==> config.mk <==
export PLATFORM = sky130hd
export DESIGN_NAME = line_err_counter
export DESIGN_NICKNAME = d
export VERILOG_FILES = /design/src/rtl/line_err_pkg.sv /design/src/rtl/line_err_polarity.sv /design/src/rtl/line_err_zero_run.sv /design/src/rtl/line_err_accum.sv /design/src/rtl/line_err_readout.sv /design/src/rtl/line_err_counter.sv
export SDC_FILE = /design/constraint.sdc
export NUM_CORES = 1
export LEC_CHECK = 0
export BUFFER_PORTS_ARGS = -buffer_cell sky130_fd_sc_hd__buf_2
export CAP_MARGIN = 30
export CELL_PAD_IN_SITES_DETAIL_PLACEMENT = 1
export CELL_PAD_IN_SITES_GLOBAL_PLACEMENT = 2
export CORE_AREA = 2 2 61 86
export CTS_CLUSTER_SIZE = 20
export DETAILED_ROUTE_END_ITERATION = 8
export DIE_AREA = 0 0 63 88
export PLACE_DENSITY_LB_ADDON = 0.1
export SETUP_SLACK_MARGIN = 0.1
export SYNTH_ARGS = -nofsm -noshare
export SYNTH_HDL_FRONTEND = slang
export SYNTH_SLANG_ARGS = --single-unit
==> constraint.sdc <==
create_clock -name clk -period 7.5 [get_ports clk]
set_input_delay 1.875 -clock clk [delete_from_list [all_inputs] [get_ports clk]]
set_output_delay 1.875 -clock clk [all_outputs]
set_load 0.05 [all_outputs]
==> src/rtl/line_err_pkg.sv <==
package line_err_pkg;

  typedef enum logic [1:0] {
    POL_NONE = 2'd0,
    POL_POS  = 2'd1,
    POL_NEG  = 2'd2
  } pol_e;

  // Polarity carried by one rail sample; 00 and 11 carry none.
  function automatic pol_e rail_pol(input logic p, input logic n);
    if (p && !n)      return POL_POS;
    else if (n && !p) return POL_NEG;
    else              return POL_NONE;
  endfunction

  // A sample is a mark when either rail is high.
  function automatic logic rail_mark(input logic p, input logic n);
    return p | n;
  endfunction

  // Number of error events raised in one cycle.
  function automatic logic [1:0] event_sum(input logic a, input logic b,
                                           input logic c);
    return 2'({1'b0, a}) + 2'({1'b0, b}) + 2'({1'b0, c});
  endfunction

endpackage

==> src/rtl/line_err_polarity.sv <==
module line_err_polarity
  import line_err_pkg::*;
(
  input  logic clk,
  input  logic rst_n,
  input  logic flush,
  input  logic pos,
  input  logic neg,
  output logic mark,
  output logic bpv,
  output logic pair_viol
);

  pol_e last_mark_q;
  pol_e last_bpv_q;
  pol_e cur_pol;

  always_comb begin
    cur_pol   = rail_pol(pos, neg);
    mark      = rail_mark(pos, neg);
    bpv       = (cur_pol != POL_NONE) && (cur_pol == last_mark_q);
    pair_viol = bpv && (last_bpv_q == cur_pol);
  end

  always_ff @(posedge clk) begin
    if (!rst_n || flush) begin
      last_mark_q <= POL_NONE;
      last_bpv_q  <= POL_NONE;
    end else begin
      if (cur_pol != POL_NONE) last_mark_q <= cur_pol;
      if (bpv)                 last_bpv_q  <= cur_pol;
    end
  end

endmodule

==> src/rtl/line_err_zero_run.sv <==
module line_err_zero_run #(
  parameter int RUN_LEN = 3
) (
  input  logic clk,
  input  logic rst_n,
  input  logic flush,
  input  logic mark,
  output logic run_end
);

  localparam int ZW = $clog2(RUN_LEN + 1);
  localparam logic [ZW-1:0] ZTOP = ZW'(RUN_LEN);

  logic [ZW-1:0] zeros_q;

  // The run is counted once, on the mark that closes it.
  assign run_end = mark && (zeros_q == ZTOP);

  always_ff @(posedge clk) begin
    if (!rst_n || flush)     zeros_q <= '0;
    else if (mark)           zeros_q <= '0;
    else if (zeros_q != ZTOP) zeros_q <= zeros_q + 1'b1;
  end

endmodule

==> src/rtl/line_err_accum.sv <==
module line_err_accum #(
  parameter int CNT_W = 16
) (
  input  logic             clk,
  input  logic             rst_n,
  input  logic             clr,
  input  logic             wrap_en,
  input  logic [1:0]       inc,
  input  logic             sat_clr,
  output logic [CNT_W-1:0] count,
  output logic             sat_flag
);

  localparam logic [CNT_W-1:0] CMAX = '1;

  logic [CNT_W-1:0] count_q;
  logic             sat_q;
  logic [CNT_W:0]   sum_w;
  logic             sat_hit;

  function automatic logic [CNT_W-1:0] next_cnt(input logic [CNT_W:0] s,
                                                input logic wrap);
    if (wrap)                   return s[CNT_W-1:0];
    else if (s > {1'b0, CMAX})  return CMAX;
    else                        return s[CNT_W-1:0];
  endfunction

  always_comb begin
    sum_w   = {1'b0, count_q} + {{(CNT_W-1){1'b0}}, inc};
    sat_hit = !clr && !wrap_en && (inc != 2'd0) && (sum_w >= {1'b0, CMAX});
  end

  always_ff @(posedge clk) begin
    if (!rst_n) begin
      count_q <= '0;
      sat_q   <= 1'b0;
    end else begin
      count_q <= clr ? '0 : next_cnt(sum_w, wrap_en);
      if (sat_hit)      sat_q <= 1'b1;
      else if (sat_clr) sat_q <= 1'b0;
    end
  end

  assign count    = count_q;
  assign sat_flag = sat_q;

endmodule

==> src/rtl/line_err_readout.sv <==
module line_err_readout #(
  parameter int CNT_W = 16
) (
  input  logic               clk,
  input  logic               rst_n,
  input  logic               rd_lo,
  input  logic [CNT_W-1:0]   count,
  output logic [CNT_W/2-1:0] lo_byte,
  output logic [CNT_W/2-1:0] hi_byte
);

  localparam int HALF = CNT_W / 2;

  logic [HALF-1:0] hold_q;

  always_ff @(posedge clk) begin
    if (!rst_n)     hold_q <= '0;
    else if (rd_lo) hold_q <= count[CNT_W-1:HALF];
  end

  assign lo_byte = count[HALF-1:0];
  assign hi_byte = hold_q;

endmodule

==> src/rtl/line_err_counter.sv <==
module line_err_counter
  import line_err_pkg::*;
#(
  parameter int CNT_W   = 16,
  parameter int RUN_LEN = 3
) (
  input  logic               clk,
  input  logic               rst_n,
  input  logic               mode_pair_i,
  input  logic               pos_i,
  input  logic               neg_i,
  input  logic               wrap_en_i,
  input  logic               cnt_clr_i,
  input  logic               sat_clr_i,
  input  logic               rd_lo_i,
  output logic [CNT_W/2-1:0] lo_byte_o,
  output logic [CNT_W/2-1:0] hi_byte_o,
  output logic               sat_o
);

  logic             mode_q;
  logic             mode_sw;
  logic             mark;
  logic             bpv;
  logic             pair_viol;
  logic             run_end;
  logic             ev_bpv;
  logic             ev_run;
  logic             ev_pair;
  logic [1:0]       inc;
  logic [CNT_W-1:0] count;

  // The mode is captured during reset, so the first cycle is not a switch.
  always_ff @(posedge clk) mode_q <= mode_pair_i;

  always_comb begin
    mode_sw = rst_n && (mode_pair_i != mode_q);
    ev_bpv  = !mode_sw && !mode_pair_i && bpv;
    ev_run  = !mode_sw && !mode_pair_i && run_end;
    ev_pair = !mode_sw &&  mode_pair_i && pair_viol;
    inc     = event_sum(ev_bpv, ev_run, ev_pair);
  end

  line_err_polarity u_pol (
    .clk       (clk),
    .rst_n     (rst_n),
    .flush     (mode_sw),
    .pos       (pos_i),
    .neg       (neg_i),
    .mark      (mark),
    .bpv       (bpv),
    .pair_viol (pair_viol)
  );

  line_err_zero_run #(.RUN_LEN(RUN_LEN)) u_zrun (
    .clk     (clk),
    .rst_n   (rst_n),
    .flush   (mode_sw),
    .mark    (mark),
    .run_end (run_end)
  );

  line_err_accum #(.CNT_W(CNT_W)) u_acc (
    .clk      (clk),
    .rst_n    (rst_n),
    .clr      (cnt_clr_i),
    .wrap_en  (wrap_en_i),
    .inc      (inc),
    .sat_clr  (sat_clr_i),
    .count    (count),
    .sat_flag (sat_o)
  );

  line_err_readout #(.CNT_W(CNT_W)) u_rd (
    .clk     (clk),
    .rst_n   (rst_n),
    .rd_lo   (rd_lo_i),
    .count   (count),
    .lo_byte (lo_byte_o),
    .hi_byte (hi_byte_o)
  );

endmodule

== Word level (Yosys, flattened, before mapping) ==
Index checks and enable logic that the tools add are counted.

* Register bits: 32
* Input port bits: 9
* Output and inout bits: 17
* Word-level logic and storage cells: 53

* $add $sub $neg: 4
* $lt $le $gt $ge: 2
* Equal/unequal tests: 5
* Muxes and demuxes: 6
* Bitwise logic cells: 2
* Reductions and logical operators: 27

{| class="wikitable"
|+ Operators with widths
! cell !! number
|-
| two-way mux 16 bit || 2
|-
| adder 16 x 2 -> 17 bit || 1
|-
| >= comparator 17 x 16 -> 1 bit, second input constant || 1
|-
| > comparator 17 x 16 -> 1 bit, second input constant || 1
|-
| logical AND 1 bit || 14
|-
| zero test 1 bit || 7
|-
| nonzero test 2 bit || 3
|-
| equality test 2 bit || 2
|-
| two-way mux 2 bit || 2
|-
| OR reduction 2 bit || 2
|-
| adder 1 x 1 -> 2 bit || 1
|-
| adder 2 x 1 -> 2 bit || 1
|-
| adder 2 x 1 -> 2 bit, second input constant || 1
|-
| equality test 2 bit, second input constant || 1
|-
| two-way mux 1 bit || 2
|-
| inequality test 2 bit, second input constant || 1
|-
| logical OR 1 bit || 1
|-
| inequality test 1 bit || 1
|-
| inverter 1 bit || 1
|-
| OR 1 bit || 1
|}

== Longest topological paths before layout ==
Gate-level depths: netlist of run 1.

* Depth in word-level cells: 13
* Mapped depth: 15
* Depth with buffers taken out: 15

== Cells and area by module ==
A second synthesis of run 1 with hierarchy kept.

* Cell total of the unflattened synthesis: 183
* Area, all modules: 1776.7 um^2

{| class="wikitable"
|+ Modules (own cells, without submodules)
! module !! instances !! cells each !! area each (um^2) !! seq. area each (um^2)
|-
| line_err_accum || 1 || 103 || 969.7 || 340.3
|-
| line_err_readout || 1 || 33 || 361.6 || 160.2
|-
| line_err_polarity || 1 || 28 || 265.3 || 80.1
|-
| line_err_zero_run || 1 || 9 || 95.1 || 40.0
|-
| line_err_counter || 1 || 10 || 85.1 || 20.0
|}

== Worst setup path after synthesis of run 1 ==
Ideal clock, no wire load.

* Path type: input port to flip-flop
* Start: input port pos_i
* End: register u_acc.count_q[13], in the netlist u_acc.count[13]
* Library setup time: 0.091 ns
* Arrival: 5.266 ns
* Required time: 7.409 ns
* Path slack: 2.143 ns
* Stages on the path: 14
* Buffers on the path: 0
* Cell sequence: inv_1 -> ha_1 -> xnor2_1 -> nand3_1 -> or4_1 -> fa_1 -> inv_1 -> ha_1 -> inv_1 -> fa_1 -> nand2b_2 -> nor4_2 -> nand2_2 -> a311oi_1

* Longest elaborated chain between the ends: 13
* Elaborated cells on any way between the ends: 21
* Classes of those cells: add/sub (3); order compare (1); eq/ne (2); mux (4); bitwise (1); reduce/logical (10)

{| class="wikitable"
|+ RTL lines
! item !! RTL line !! RTL
|-
| from (decl) || line_err_counter.sv:10 || <nowiki>input logic pos_i,</nowiki>
|-
| zero test 1 bit || line_err_pkg.sv:12 || <nowiki>else if (n && !p) return POL_NEG;</nowiki>
|-
| logical AND 1 bit || line_err_pkg.sv:12 ||
|-
| two-way mux 2 bit || line_err_pkg.sv:12 ||
|-
| two-way mux 2 bit * || line_err_pkg.sv:11 || <nowiki>if (p && !n) return POL_POS;</nowiki>
|-
| via u_pol.cur_pol[1] || line_err_polarity.sv:16 || <nowiki>pol_e cur_pol;</nowiki>
|-
| equality test 2 bit or nonzero test 2 bit (tied branches) || line_err_polarity.sv:21 || <nowiki>bpv = (cur_pol != POL_NONE) && (cur_pol == last_mark_q);</nowiki>
|-
| logical AND 1 bit || line_err_polarity.sv:21 ||
|-
| logical AND 1 bit, on equally long branches || line_err_counter.sv:38, line_err_polarity.sv:22 ||
|-
| adder 1 x 1 -> 2 bit or logical AND 1 bit (tied branches) || line_err_pkg.sv:24, line_err_counter.sv:40 ||
|-
| adder 2 x 1 -> 2 bit * || line_err_pkg.sv:24 || <nowiki>return 2'({1'b0, a}) + 2'({1'b0, b}) + 2'({1'b0, c});</nowiki>
|-
| adder 16 x 2 -> 17 bit * || line_err_accum.sv:29 || <nowiki>sum_w = {1'b0, count_q} + {{(CNT_W-1){1'b0}}, inc};</nowiki>
|-
| > comparator 17 x 16 -> 1 bit || line_err_accum.sv:24 || <nowiki>else if (s > {1'b0, CMAX}) return CMAX;</nowiki>
|-
| two-way mux 16 bit || line_err_accum.sv:24 ||
|-
| two-way mux 16 bit * || line_err_accum.sv:23 || <nowiki>if (wrap) return s[CNT_W-1:0];</nowiki>
|-
| to (signal assigned) || line_err_accum.sv:38 || <nowiki>count_q <= clr ? '0 : next_cnt(sum_w, wrap_en);</nowiki>
|-
| to (decl) || line_err_accum.sv:16 || <nowiki>logic [CNT_W-1:0] count_q;</nowiki>
|}

Mark *: on every way through the listed nets, which the timed path passes. The rest lies on a longest branch.
A chain may end at the register's enable or synchronous reset.

== Worst setup path after layout of run 1 ==
Ends and elaborated chain as after synthesis.

==> results of run 1 <==
-- kinds of logic after synthesis --
| group | count (synthesis) |
|---|---|
| xor gates and xnor gates | 16 |
| and+or+nand+nor | 64 |
| muxes | 13 |
| AOI/OAI and AO/OA | 26 |
| DFF | 32 |
| buffers and inverters | 23 |
| adders and majority gates | 8 |
-- final timing paths --
check	start	end	slack [ns]	depth (start not counted)
worst max-delay path	pos_i	u_acc.count[13]$_SDFF_PP0_	1.72	15
worst max register to register	u_pol.last_mark_q[1]$_SDFFE_PP0P_	u_acc.count[13]$_SDFF_PP0_	3.38	12
worst min register to register	u_rd.hi_byte[2]$_SDFFE_PN0P_	u_rd.hi_byte[2]$_SDFFE_PN0P_	0.49	2
worst min-delay path	u_rd.hi_byte[2]$_SDFFE_PN0P_	u_rd.hi_byte[2]$_SDFFE_PN0P_	0.49	2
-- power groups by stage --
| stage | Sequential (mW) | Combinational, mW | Clock [mW] |
|---|---|---|---|
| 5_1_grt | 0.172 | 0.0247 | 0.154 |
| 6_report | 0.172 | 0.0219 | 0.139 |
| 4_1_cts | 0.172 | 0.0225 | 0.144 |
| 2_1_floorplan | 0.176 | 0.0162 | 0 |
| 3_3_place_gp | 0.176 | 0.0214 | 0 |
| 3_5_place_dp | 0.176 | 0.0224 | 0 |
-- cell usage in the layout, fill, tap and decap left out, types with 2 or more instances in the layout --
cell type and count:
xnor2_1 9, nor3_1 4, clkinv_2 2, nor2_1 21
ha_1 6, fa_1 2, a21oi_1 10, inv_1 9
xor2_1 7, and3_2 2, clkbuf_8 6, nor4_2 2
nand3_1 6, o21ai_0 4, a311oi_1 2, a21oi_2 7
buf_2 25, mux2i_1 13, dfxtp_1 32, nand4_1 2
nand2_1 8
-- layout make-up --
type | instances | area (um^2) | area share (%)
multi-input combinational | 127 | 951 | 49.3
tap | 64 | 80.1 | 4.15
clock inverter | 2 | 10.0 | 0.518
clock buffer | 6 | 82.6 | 4.28
timing repair buffer | 25 | 125 | 6.48
sequential | 32 | 641 | 33.2
inverter | 11 | 41.3 | 2.14
-- stage by stage --
step	worst slack (ns)	cells	power, mW
after global routing	1.36	267	0.351
after global placement	1.65	259	0.197
after CTS	1.67	267	0.339
after detailed placement	1.35	259	0.198
after floorplan	2.14	182	0.192
final	1.72	267	0.333
-- metal layers --
layer,wire length [um],part of all wire [%]
met5,0,0
met4,80,2.1
met3,112,2.9
met2,2100,55
met1,1510,40
-- worst register-to-register path: cells and delay by family (launching register included) --
| kind | cells | cell delay, ns |
|---|---|---|
| simple gates | 5 | 1.84 |
| fa+ha+maj | 3 | 1.09 |
| compound gates | 1 | 0.37 |
| flops | 1 | 0.32 |
| xor+xnor | 1 | 0.28 |
| buf+inv | 2 | 0.13 |
-- state kept, by name, indices dropped and copies added (netlist names) --
register	flops
u_acc.count	16
u_rd.hi_byte	8
u_pol.last_bpv_q	2
u_pol.last_mark_q	2
u_zrun.zeros_q	2
mode_q	1
u_acc.sat_flag	1
==> metrics.log, run 1 <==
[metrics] layout cell share with drive strength beyond 1: about a quarter
[metrics] internal power of the cells: around 250 uW
[metrics] maximum clock insertion buffer count: 2
[metrics] global-route track usage on met2: between 30% and 40%
[metrics] number of buffer and inverter stages on the critical path: 4
[metrics] fraction of the mapped netlist area in compound gates: between 10 and 15%
[metrics] mux cell area share after synthesis: 7.59%
[metrics] number of cells produced by synthesis: 182
[metrics] area of the die: roughly 5500 um^2
[metrics] Post-synth EDFFs: 0
[metrics] met1 Usage GRT: about 15%
[metrics] worst skew pair latency: a little under 0.3 ns
[metrics] post-cts sizing count: 0
[metrics] remaining global-route overflow: 0
[metrics] peak per-stage delay on the critical path: 0.55 ns
[metrics] number of failing setup endpoints in the final timing report: 0
[metrics] Design Area, Final: slightly below 2000 um^2
[metrics] height of the die: roughly 88 um
[metrics] crit path launch type: input port
[metrics] CTS clk-pin slew, worst paths: about 0.070 ns
[metrics] Vias: around 1300
[metrics] Antenna Violating Nets Remaining: 0
[metrics] Fmax achieved: 173 MHz
[metrics] share of Yosys cell area claimed by the top area cell type: between 30% and 40%
[metrics] total routing resource utilization after global routing: between 10% and 20%
[metrics] initial DRC count: 37
[metrics] final setup TNS: 0 ns
[metrics] fraction of met3 tracks used by global routing: between 4 and 5%
[metrics] final worst path period need: between 5 and 6 ns
[metrics] Max Transition Viols Final: 0
[metrics] length of the first detailed-routing pass in iterations: 2
[metrics] pin count of the biggest net entering global routing: 18
[metrics] most repeated cell in the gate-level netlist after synthesis: dfxtp_1
[metrics] main combinational cell family by area after synthesis: simple AND/OR/NAND/NOR gates
[metrics] Least-Margin Pin Slew: just under 0.9 ns
[metrics] Core Rows: 30
[metrics] sequential cell area fraction in the yosys report: 37.3%
[metrics] die outline width: 63 um
[metrics] count of cell types in the netlist: 45
[metrics] number of failing hold endpoints at the final stage: 0
[metrics] most heavily used metal layer in global routing: met2
[metrics] crit path kind: input port to flop
[metrics] Setup crit end kind: flop
[metrics] Syn Nets: between 150 and 200
[metrics] worst slew margin relative to its limit: between 40% and 50%
[metrics] master cell of the clock root buffer: clkbuf_8
[metrics] Max-Cap Viols: 0
[metrics] core outline area: between 4000 and 5000 um^2
[metrics] number of antenna violations at the first check in global routing: 0
[metrics] count of buffers added by post-CTS timing repair for setup: 0
[metrics] post-synthesis share of cell area spent on full adders, half adders and majority gates: between 6 and 7%
[metrics] Synth Area per Inst: around 9.4 um^2
[metrics] number of buffers inserted during clock tree synthesis: 5
[metrics] post-route DRC violation count: 0
[metrics] status: completed
[metrics] fill cell instance count of the final layout: 575
[metrics] detailed placer's ending HPWL: about 3000 um
[metrics] first-pass GRT wire length: between 6000 and 7000 um
[metrics] post-synthesis simple-gate area fraction: approximately 23%
[metrics] total leakage power: between 0.7 and 0.8 nW
[metrics] share of total power in sequential cells: between 50% and 60%
[metrics] PD cells: between 150 and 200 nW/um^2
[metrics] crit-path cells: buf_2, inv_1, ha_1, xnor2_1, nand3_1, or4_1, fa_1, inv_1, ha_1, inv_1, fa_1, nand2b_2, nor4_2, nand2_2, a311oi_1
[metrics] Clock Sinks: 32
[metrics] Starting Density: a little over a third
[metrics] unrepaired setup endpoints after global routing: false
[metrics] parity-gate share of the synthesized area counting xor and xnor cells: between 8 and 9%
[metrics] total of hold buffers inserted after clock tree synthesis: 0
[metrics] Sw Share: between 20% and 30%
[metrics] CTS tree: yes
[metrics] Data arrival, critical path: between 5 and 6 ns
[metrics] share of flip-flops with an asynchronous set or reset: 0%
[metrics] H-tree depth: 2
[metrics] required time of the worst setup path: roughly 7.7 ns
[metrics] post-place instance area: 1840 um^2
[metrics] largest vdd supply drop: 0.0000833 V
[metrics] dominant cell type by area after synthesis: dfxtp_1
[metrics] IO Count: 26
[metrics] ranking of synthesized cells by area: dfxtp_1, mux2i_1, nor2_1
[metrics] yosys warns: 0
[metrics] number of global-route vias before repair: ~1400
[metrics] switching power: around 80 uW
[metrics] Area Overhead vs Synth: 12.5%
[metrics] # nets final: about 220
[metrics] wire length after detailed routing: around 3800 um
[metrics] Via-to-Cell Ratio: 4.90
[metrics] Layout Utilization: between 40% and 50%
[metrics] critical-path cell with the highest stage delay: or4_1
[metrics] dominant cell type by count on the critical path: inv_1
[metrics] number of antenna diodes: 0
[metrics] ys flop type: dfxtp_1
[metrics] average wire length per cell after detail routing: 14.2 um
[metrics] proportion of power drawn by the clock network: between 40% and 50%
[metrics] family of cells with the greatest summed delay on the critical path: simple AND/OR/NAND/NOR gates
[metrics] crit-path max FO: 14
[metrics] number of buffer cells added on primary ports: 25
[metrics] FF+latch count, synth: 32
[metrics] Syn Std Cell Area: 1720 um^2
[metrics] worst slack on hold paths: around 0.5 ns
[metrics] leading cell types by count after synthesis: dfxtp_1, nor2_1, mux2i_1
[metrics] clk_skew: about 0.0035 ns
[metrics] share of power burned in combinational logic: ~6.6%
[metrics] class of the most critical hold timing path: flop to flop
[metrics] gp weighted congestion: 0.738
[metrics] share of the clock period used by the worst path after layout: ~77%
(Power assumes the default switching activity.)
==> inputs of run 2 (changes only) <==
--- a/config.mk
+++ b/config.mk
@@ -9,10 +9,10 @@
 export CAP_MARGIN = 30
 export CELL_PAD_IN_SITES_DETAIL_PLACEMENT = 1
 export CELL_PAD_IN_SITES_GLOBAL_PLACEMENT = 2
-export CORE_AREA = 2 2 61 86
+export CORE_AREA = 2 2 66 94
 export CTS_CLUSTER_SIZE = 20
 export DETAILED_ROUTE_END_ITERATION = 8
-export DIE_AREA = 0 0 63 88
+export DIE_AREA = 0 0 68 96
 export PLACE_DENSITY_LB_ADDON = 0.1
 export SETUP_SLACK_MARGIN = 0.1
 export SYNTH_ARGS = -nofsm -noshare
==> constraint.sdc (replaced) <==
create_clock -name clk -period 5.2 [get_ports clk]
set_input_delay 1.3 -clock clk [delete_from_list [all_inputs] [get_ports clk]]
set_output_delay 1.3 -clock clk [all_outputs]
set_load 0.05 [all_outputs]
==> metrics.log, run 2 (synthesized netlist as in run 1, its figures left out) <==
[metrics] Starting Density: 30.1% (-5.9 points)
[metrics] destination of the worst register-to-register timing path: u_acc.count[15]$_SDFF_PP0_
[metrics] reg-to-reg slack, setup: 1.53 ns (-1.85 ns)
[metrics] number of failing setup endpoints in the final timing report: 0 (unchanged)
[metrics] gp weighted congestion: 0.790 (+7.1%)
[metrics] number of buffers inserted during clock tree synthesis: 5 (unchanged)
[metrics] total of hold buffers inserted after clock tree synthesis: 0 (unchanged)
[metrics] number of antenna violations at the first check in global routing: 0 (unchanged)
[metrics] master cell of the clock root buffer: clkbuf_8
[metrics] Via-to-Cell Ratio: 4.75 (-3.2%)
[metrics] clk_skew: 0.00379 ns (+0.000321 ns)
[metrics] crit path launch type: input port
[metrics] layout cell share with drive strength beyond 1: 27.5% (+0.85 points)
[metrics] Critical Path End: u_acc.count[15]$_SDFF_PP0_
[metrics] family of cells with the greatest summed delay on the critical path: adder cells
[metrics] count of buffers added by post-CTS timing repair for setup: 0 (unchanged)
[metrics] post-cts sizing count: 0 (unchanged)
[metrics] first-pass GRT wire length: 6600 um (+2.6%)
[metrics] final worst path period need: ~4.8 ns
[metrics] CTS clk-pin slew, worst paths: 0.06 ns (about the same)
[metrics] crit-path cells: buf_2, inv_1, ha_1, xnor2_2, nand3_1, or4_1, fa_1, inv_1, ha_1, inv_1, fa_1, nand2b_2, nor4_2, buf_4, nand2_2, a311oi_1
[metrics] Core Rows: 33 (+10%)
[metrics] crit-path max FO: 6 (-8)
[metrics] IO Count: 26 (unchanged)
[metrics] pre-CTS worst setup slack: 0.0368 ns (-1.31 ns)
[metrics] number of global-route vias before repair: 1408 (+2.3%)
[metrics] largest vdd supply drop: 0.0000793 V (-4.8%)
[metrics] peak per-stage delay on the critical path: 0.55 ns (about the same)
[metrics] critical-path cell with the highest stage delay: or4_1
[metrics] worst slew margin relative to its limit: 37.3% (-5.0 points)
[metrics] core outline area: 5700 um^2 (+20%)
[metrics] number of buffer cells added on primary ports: 25 (unchanged)
[metrics] Vias: 1301 (-0.61%)
[metrics] status: completed
[metrics] Setup crit end kind: flop
[metrics] total leakage power: 0.812 nW (+1.5%)
[metrics] PD cells: 233 nW/um^2 (+35%)
[metrics] instance count on the critical path: 16 (+1)
[metrics] source of the critical timing path: neg_i
[metrics] crit path kind: input port to flop
[metrics] commonest non-fill, non-tap cell in the layout: dfxtp_1
[metrics] total routing resource utilization after global routing: 13.8% (-1.5 points)
[metrics] number of failing hold endpoints at the final stage: 0 (unchanged)
[metrics] average wire length per cell after detail routing: 14.1 um (-0.68%)
[metrics] Tot Pwr: 458 uW (+38%)
[metrics] die outline width: 68 um (+7.9%)
[metrics] Worst R2R Path Depth: 13 (+1)
[metrics] unrepaired setup endpoints after global routing: false
[metrics] most frequent cells in the layout: dfxtp_1, buf_2, nor2_1
[metrics] worst skew pair latency: 0.28 ns (about the same)
[metrics] maximum clock insertion buffer count: 2 (unchanged)
[metrics] class of the most critical hold timing path: flop to flop
[metrics] pin count of the biggest net entering global routing: 18 (unchanged)
[metrics] Antenna Violating Nets Remaining: 0 (unchanged)
[metrics] final critical-path setup slack: 0.434 ns (-1.28 ns)
[metrics] CTS tree: yes
[metrics] Clock Sinks: 32 (unchanged)
[metrics] wire length after detailed routing: 3870 um (+1.9%)
[metrics] H-tree depth: 2 (unchanged)
[metrics] Fmax achieved: roughly 210 MHz
[metrics] area of the die: 6530 um^2 (+18%)
[metrics] required time of the worst setup path: 5.37 ns (-2.31 ns)
[metrics] share of the clock period used by the worst path after layout: ~92%
[metrics] # nets final: 221 (+0.91%)
[metrics] Data arrival, critical path: 4.94 ns (-1.03 ns)
[metrics] length of the first detailed-routing pass in iterations: 3 (+1)
[metrics] Area Overhead vs Synth: 14.6%
[metrics] post-place instance area: 1870 um^2 (+1.9%)
[metrics] final setup TNS: 0 ns (unchanged)
[metrics] height of the die: 96 um (+9.1%)
[metrics] worst reg2reg startpoint: u_pol.last_mark_q[1]$_SDFFE_PP0P_
[metrics] Design Area, Final: 1970 um^2 (+1.8%)
[metrics] number of antenna diodes: 0 (unchanged)
[metrics] post-route DRC violation count: 0 (unchanged)
[metrics] flip-flop count of the largest register, all copies and words added: 16 (unchanged)
[metrics] fill cell instance count of the final layout: 670 (+17%)
[metrics] number of buffer and inverter stages on the critical path: 5 (+1)
[metrics] Least-Margin Pin Slew: 0.940 ns (+0.0743 ns)
[metrics] detailed placer's ending HPWL: 3120 um (+4.3%)
[metrics] Max Transition Viols Final: 0 (unchanged)
[metrics] Max-Cap Viols: 0 (unchanged)
[metrics] initial DRC count: 26 (-30%)
[metrics] remaining global-route overflow: 0 (unchanged)
[metrics] dominant cell type by count on the critical path: inv_1
-- run 2: changes by cell type in the layout (fill, tap and decap cells not counted), sizes merged --
cell	previous run	this run
clkinv	3	2
buf	25	27
-- run 2: worst min-delay path: stages, from the launching register on --
cell and delay [ns]:
dfxtp_1 0.32, mux2i_1 0.06, nor2_1 0.07
-- run 2: power by group --
| group | internal (mW) | switching (mW) |
|---|---|---|
| clock | 0.0908 | 0.0865 |
| sequential | 0.247 | 0.00144 |
| combinational | 0.0127 | 0.0199 |
| total | 0.350 | 0.108 |
-- run 2: worst min-delay path by stage --
stage	startpoint	end	slack, ns	cells after the start
floorplan	u_acc.count[15]$_SDFF_PP0_	u_acc.count[15]$_SDFF_PP0_	0.46	1
global placement	u_rd.hi_byte[0]$_SDFFE_PN0P_	u_rd.hi_byte[0]$_SDFFE_PN0P_	0.47	2
detailed placement	u_rd.hi_byte[3]$_SDFFE_PN0P_	u_rd.hi_byte[3]$_SDFFE_PN0P_	0.48	2
CTS	u_rd.hi_byte[3]$_SDFFE_PN0P_	u_rd.hi_byte[3]$_SDFFE_PN0P_	0.50	2
global route	u_rd.hi_byte[4]$_SDFFE_PN0P_	u_rd.hi_byte[4]$_SDFFE_PN0P_	0.53	2
finish	u_rd.hi_byte[0]$_SDFFE_PN0P_	u_rd.hi_byte[0]$_SDFFE_PN0P_	0.49	2
-- run 2: through the flow --
step	hold WS [ns]	std cells	util [%]
2_1_floorplan	0.461	182	-
3_3_place_gp	0.469	267	32.9
3_5_place_dp	0.484	267	32.9
4_1_cts	0.501	274	34.2
5_1_grt	0.532	274	34.5
6_report	0.491	274	34.5
-- run 2: per-layer routing --
layer / GRT usage (%) / vias up / wire, um
met2: 25.6 / 18 / 2160
met5: 0 / - / 0
met4: 5.00 / 0 / 70
met1: 14.7 / 620 / 1530
li1: - / 658 / -
met3: 3.27 / 5 / 114
-- run 2: layout make-up --
cell class / instances / area (um^2) / area share, %
inverters: 11 / 41.3 / 2.10
multi-input cells: 127 / 966 / 49.1
well taps: 70 / 87.6 / 4.46
clock buffers: 6 / 72.6 / 3.69
clock inverters: 1 / 5.00 / 0.255
flip-flops and latches: 32 / 641 / 32.6
repair buffers: 27 / 153 / 7.77
==> inputs of run 3 (changes only) <==
==> constraint.sdc (replaced) <==
create_clock -name clk -period 4.25 [get_ports clk]
set_input_delay 1.0625 -clock clk [delete_from_list [all_inputs] [get_ports clk]]
set_output_delay 1.0625 -clock clk [all_outputs]
set_load 0.05 [all_outputs]
==> metrics.log, run 3 (synthesized netlist as in run 1, its figures left out) <==
[metrics] number of failing setup endpoints in the final timing report: 0 (unchanged)
[metrics] status: completed
[metrics] clk_skew: 0.00964 ns (+0.00585 ns)
[metrics] Setup crit end kind: flop
[metrics] total leakage power: 1.04 nW (+28%)
[metrics] Core Rows: 33 (unchanged)
[metrics] pin count of the biggest net entering global routing: 18 (unchanged)
[metrics] required time of the worst setup path: 4.46 ns (-0.91 ns)
[metrics] Fmax achieved: about 250 MHz
[metrics] class of the most critical hold timing path: flop to flop
[metrics] Max-Cap Viols: 0 (unchanged)
[metrics] commonest non-fill, non-tap cell in the layout: buf_4
[metrics] detailed placer's ending HPWL: 3180 um (+1.9%)
[metrics] final worst path period need: about 4 ns
[metrics] share of the clock period used by the worst path after layout: 95.2%
[metrics] average wire length per cell after detail routing: 14.4 um (+2.1%)
[metrics] PD cells: 273 nW/um^2 (+17%)
[metrics] number of antenna diodes: 0 (unchanged)
[metrics] Vias: 1484 (+14%)
[metrics] post-route DRC violation count: 0 (unchanged)
[metrics] total routing resource utilization after global routing: 15.4% (+1.6 points)
[metrics] first-pass GRT wire length: 7470 um (+13%)
[metrics] CTS tree: yes
[metrics] number of failing hold endpoints at the final stage: 0 (unchanged)
[metrics] number of buffers inserted during clock tree synthesis: 5 (unchanged)
[metrics] gp weighted congestion: 0.803 (+1.7%)
[metrics] crit path kind: input port to flop
[metrics] master cell of the clock root buffer: clkbuf_8
[metrics] post-layout instance count excluding filler cells: 312 (+14%)
[metrics] flip-flop count of the largest register, all copies and words added: 16 (unchanged)
[metrics] crit-path max FO: 3 (-3)
[metrics] area of the die: 6530 um^2 (unchanged)
[metrics] length of the first detailed-routing pass in iterations: 3 (unchanged)
[metrics] Data arrival, critical path: 4.26 ns (-0.68 ns)
[metrics] layout cell share with drive strength beyond 1: 43.4% (+16 points)
[metrics] most frequent cells in the layout: buf_4, dfxtp_1, buf_2
[metrics] final setup TNS: 0 ns (unchanged)
[metrics] worst slew margin relative to its limit: 39.8% (+2.5 points)
[metrics] die outline width: 68 um (unchanged)
[metrics] multi-input gate area in the final layout: 1040 um^2 (+8.2%)
[metrics] worst slack on hold paths: 0.494 ns (+0.00313 ns)
[metrics] Sequential cell area: 641 um^2 (unchanged)
[metrics] Clock Sinks: 32 (unchanged)
[metrics] H-tree depth: 2 (unchanged)
[metrics] Antenna Violating Nets Remaining: 0 (unchanged)
[metrics] # nets final: 259 (+17%)
[metrics] number of buffer cells added on primary ports: 25 (unchanged)
[metrics] largest vdd supply drop: 0.000151 V (+90%)
[metrics] Max Transition Viols Final: 0 (unchanged)
[metrics] unrepaired setup endpoints after global routing: true
[metrics] Area Overhead vs Synth: 39.0%
[metrics] Via-to-Cell Ratio: 4.76 (+0.17%)
[metrics] CTS clk-pin slew, worst paths: 0.07 ns (about the same)
[metrics] remaining global-route overflow: 0 (unchanged)
[metrics] crit path launch type: input port
[metrics] core outline area: 5700 um^2 (unchanged)
[metrics] Design Area, Final: 2380 um^2 (+21%)
[metrics] post-place instance area: 1990 um^2 (+6.1%)
[metrics] Starting Density: 30.1% (unchanged)
[metrics] worst skew pair latency: 0.28 ns (about the same)
[metrics] maximum clock insertion buffer count: 2 (unchanged)
[metrics] fill cell instance count of the final layout: 653 (-2.5%)
[metrics] number of global-route vias before repair: 1641 (+17%)
[metrics] number of antenna violations at the first check in global routing: 0 (unchanged)
[metrics] IO Count: 26 (unchanged)
[metrics] initial DRC count: 22 (-15%)
[metrics] height of the die: 96 um (unchanged)
[metrics] wire length after detailed routing: 4500 um (+16%)
[metrics] Least-Margin Pin Slew: 0.903 ns (-0.0371 ns)
[metrics] post-placement cell count: 279 (+4.5%)
## run 3: cell count changes in the layout (fill, tap and decap cells not counted), moves of 2 or more
cell / delta
clkbuf_8: +2
inv_4: +2
buf_6: +3
xnor2_2: -2
xnor2_4: +2
inv_1: -3
buf_4: +35
ha_4: +2
buf_8: +2
ha_1: -3
buf_2: -2
## run 3: worst max-delay path: stages
cell,delay (ns)
buf_8,0.08
inv_4,0.04
ha_4,0.17
buf_4,0.13
xor2_1,0.16
or4_4,0.53
fa_1,0.46
inv_1,0.08
ha_2,0.18
inv_2,0.04
fa_2,0.34
buf_6,0.12
and2b_1,0.19
nand4_1,0.11
xor2_1,0.18
nand4bb_1,0.21
o21ai_2,0.16
## run 3: final timing paths
kind / startpoint / slack, ns / endpoint / cells past startpoint
setup reg to reg: u_pol.last_mark_q[0]$_SDFFE_PP0P_ / 0.84 / u_acc.sat_flag$_SDFFE_PN0P_ / 14
hold reg to reg: u_rd.hi_byte[2]$_SDFFE_PN0P_ / 0.49 / u_rd.hi_byte[2]$_SDFFE_PN0P_ / 2
setup / recovery: pos_i / 0.20 / u_acc.sat_flag$_SDFFE_PN0P_ / 17
hold / removal: u_rd.hi_byte[2]$_SDFFE_PN0P_ / 0.49 / u_rd.hi_byte[2]$_SDFFE_PN0P_ / 2
## run 3: metrics by stage
step | setup WS (ns) | power [mW] | utilization [%]
2_1_floorplan | 0.102 | 0.339 | -
3_3_place_gp | -0.222 | 0.357 | 34.9
3_5_place_dp | -0.310 | 0.358 | 34.9
4_1_cts | 0.0869 | 0.651 | 41.3
5_1_grt | 0.0499 | 0.680 | 41.9
6_report | 0.204 | 0.650 | 41.9
## run 3: area by class of cell
type                            count  share of cell area, %
Multi-Input combinational cell    127                   43.8
Sequential cell                    32                   26.9
Timing Repair Buffer               65                   19.7
Clock buffer                        7                   4.04
Tap cell                           70                   3.67
Inverter                           11                   1.94
## run 3: layer usage
layer  up-vias  part of all wire (%)  global-route usage [%]  routed length, um
met5         -                     0                       0                  0
met4         0                   1.8                    6.00                 82
met3         8                   2.6                    3.04                115
met2        21                    58                    30.5               2600
met1       720                    38                    15.0               1710
li1        735                     -                       -                  -
## run 3: power breakdown
| group | switching (mW) | total [mW] | internal [mW] |
|---|---|---|---|
| Combinational | 0.0396 | 0.0936 | 0.0540 |
| Clock | 0.108 | 0.252 | 0.144 |
| Sequential | 0.00217 | 0.304 | 0.302 |
## run 3: repair_timing
action | 4_1_cts | 5_1_grt
hold buffers | 0 | 0
pin swaps | 10 | 11
buffers inserted | 27 | 2
gates resized for setup | 18 | 7
hold endpoints to repair | 0 | 0
endpoints found under the setup margin | 1 | 14
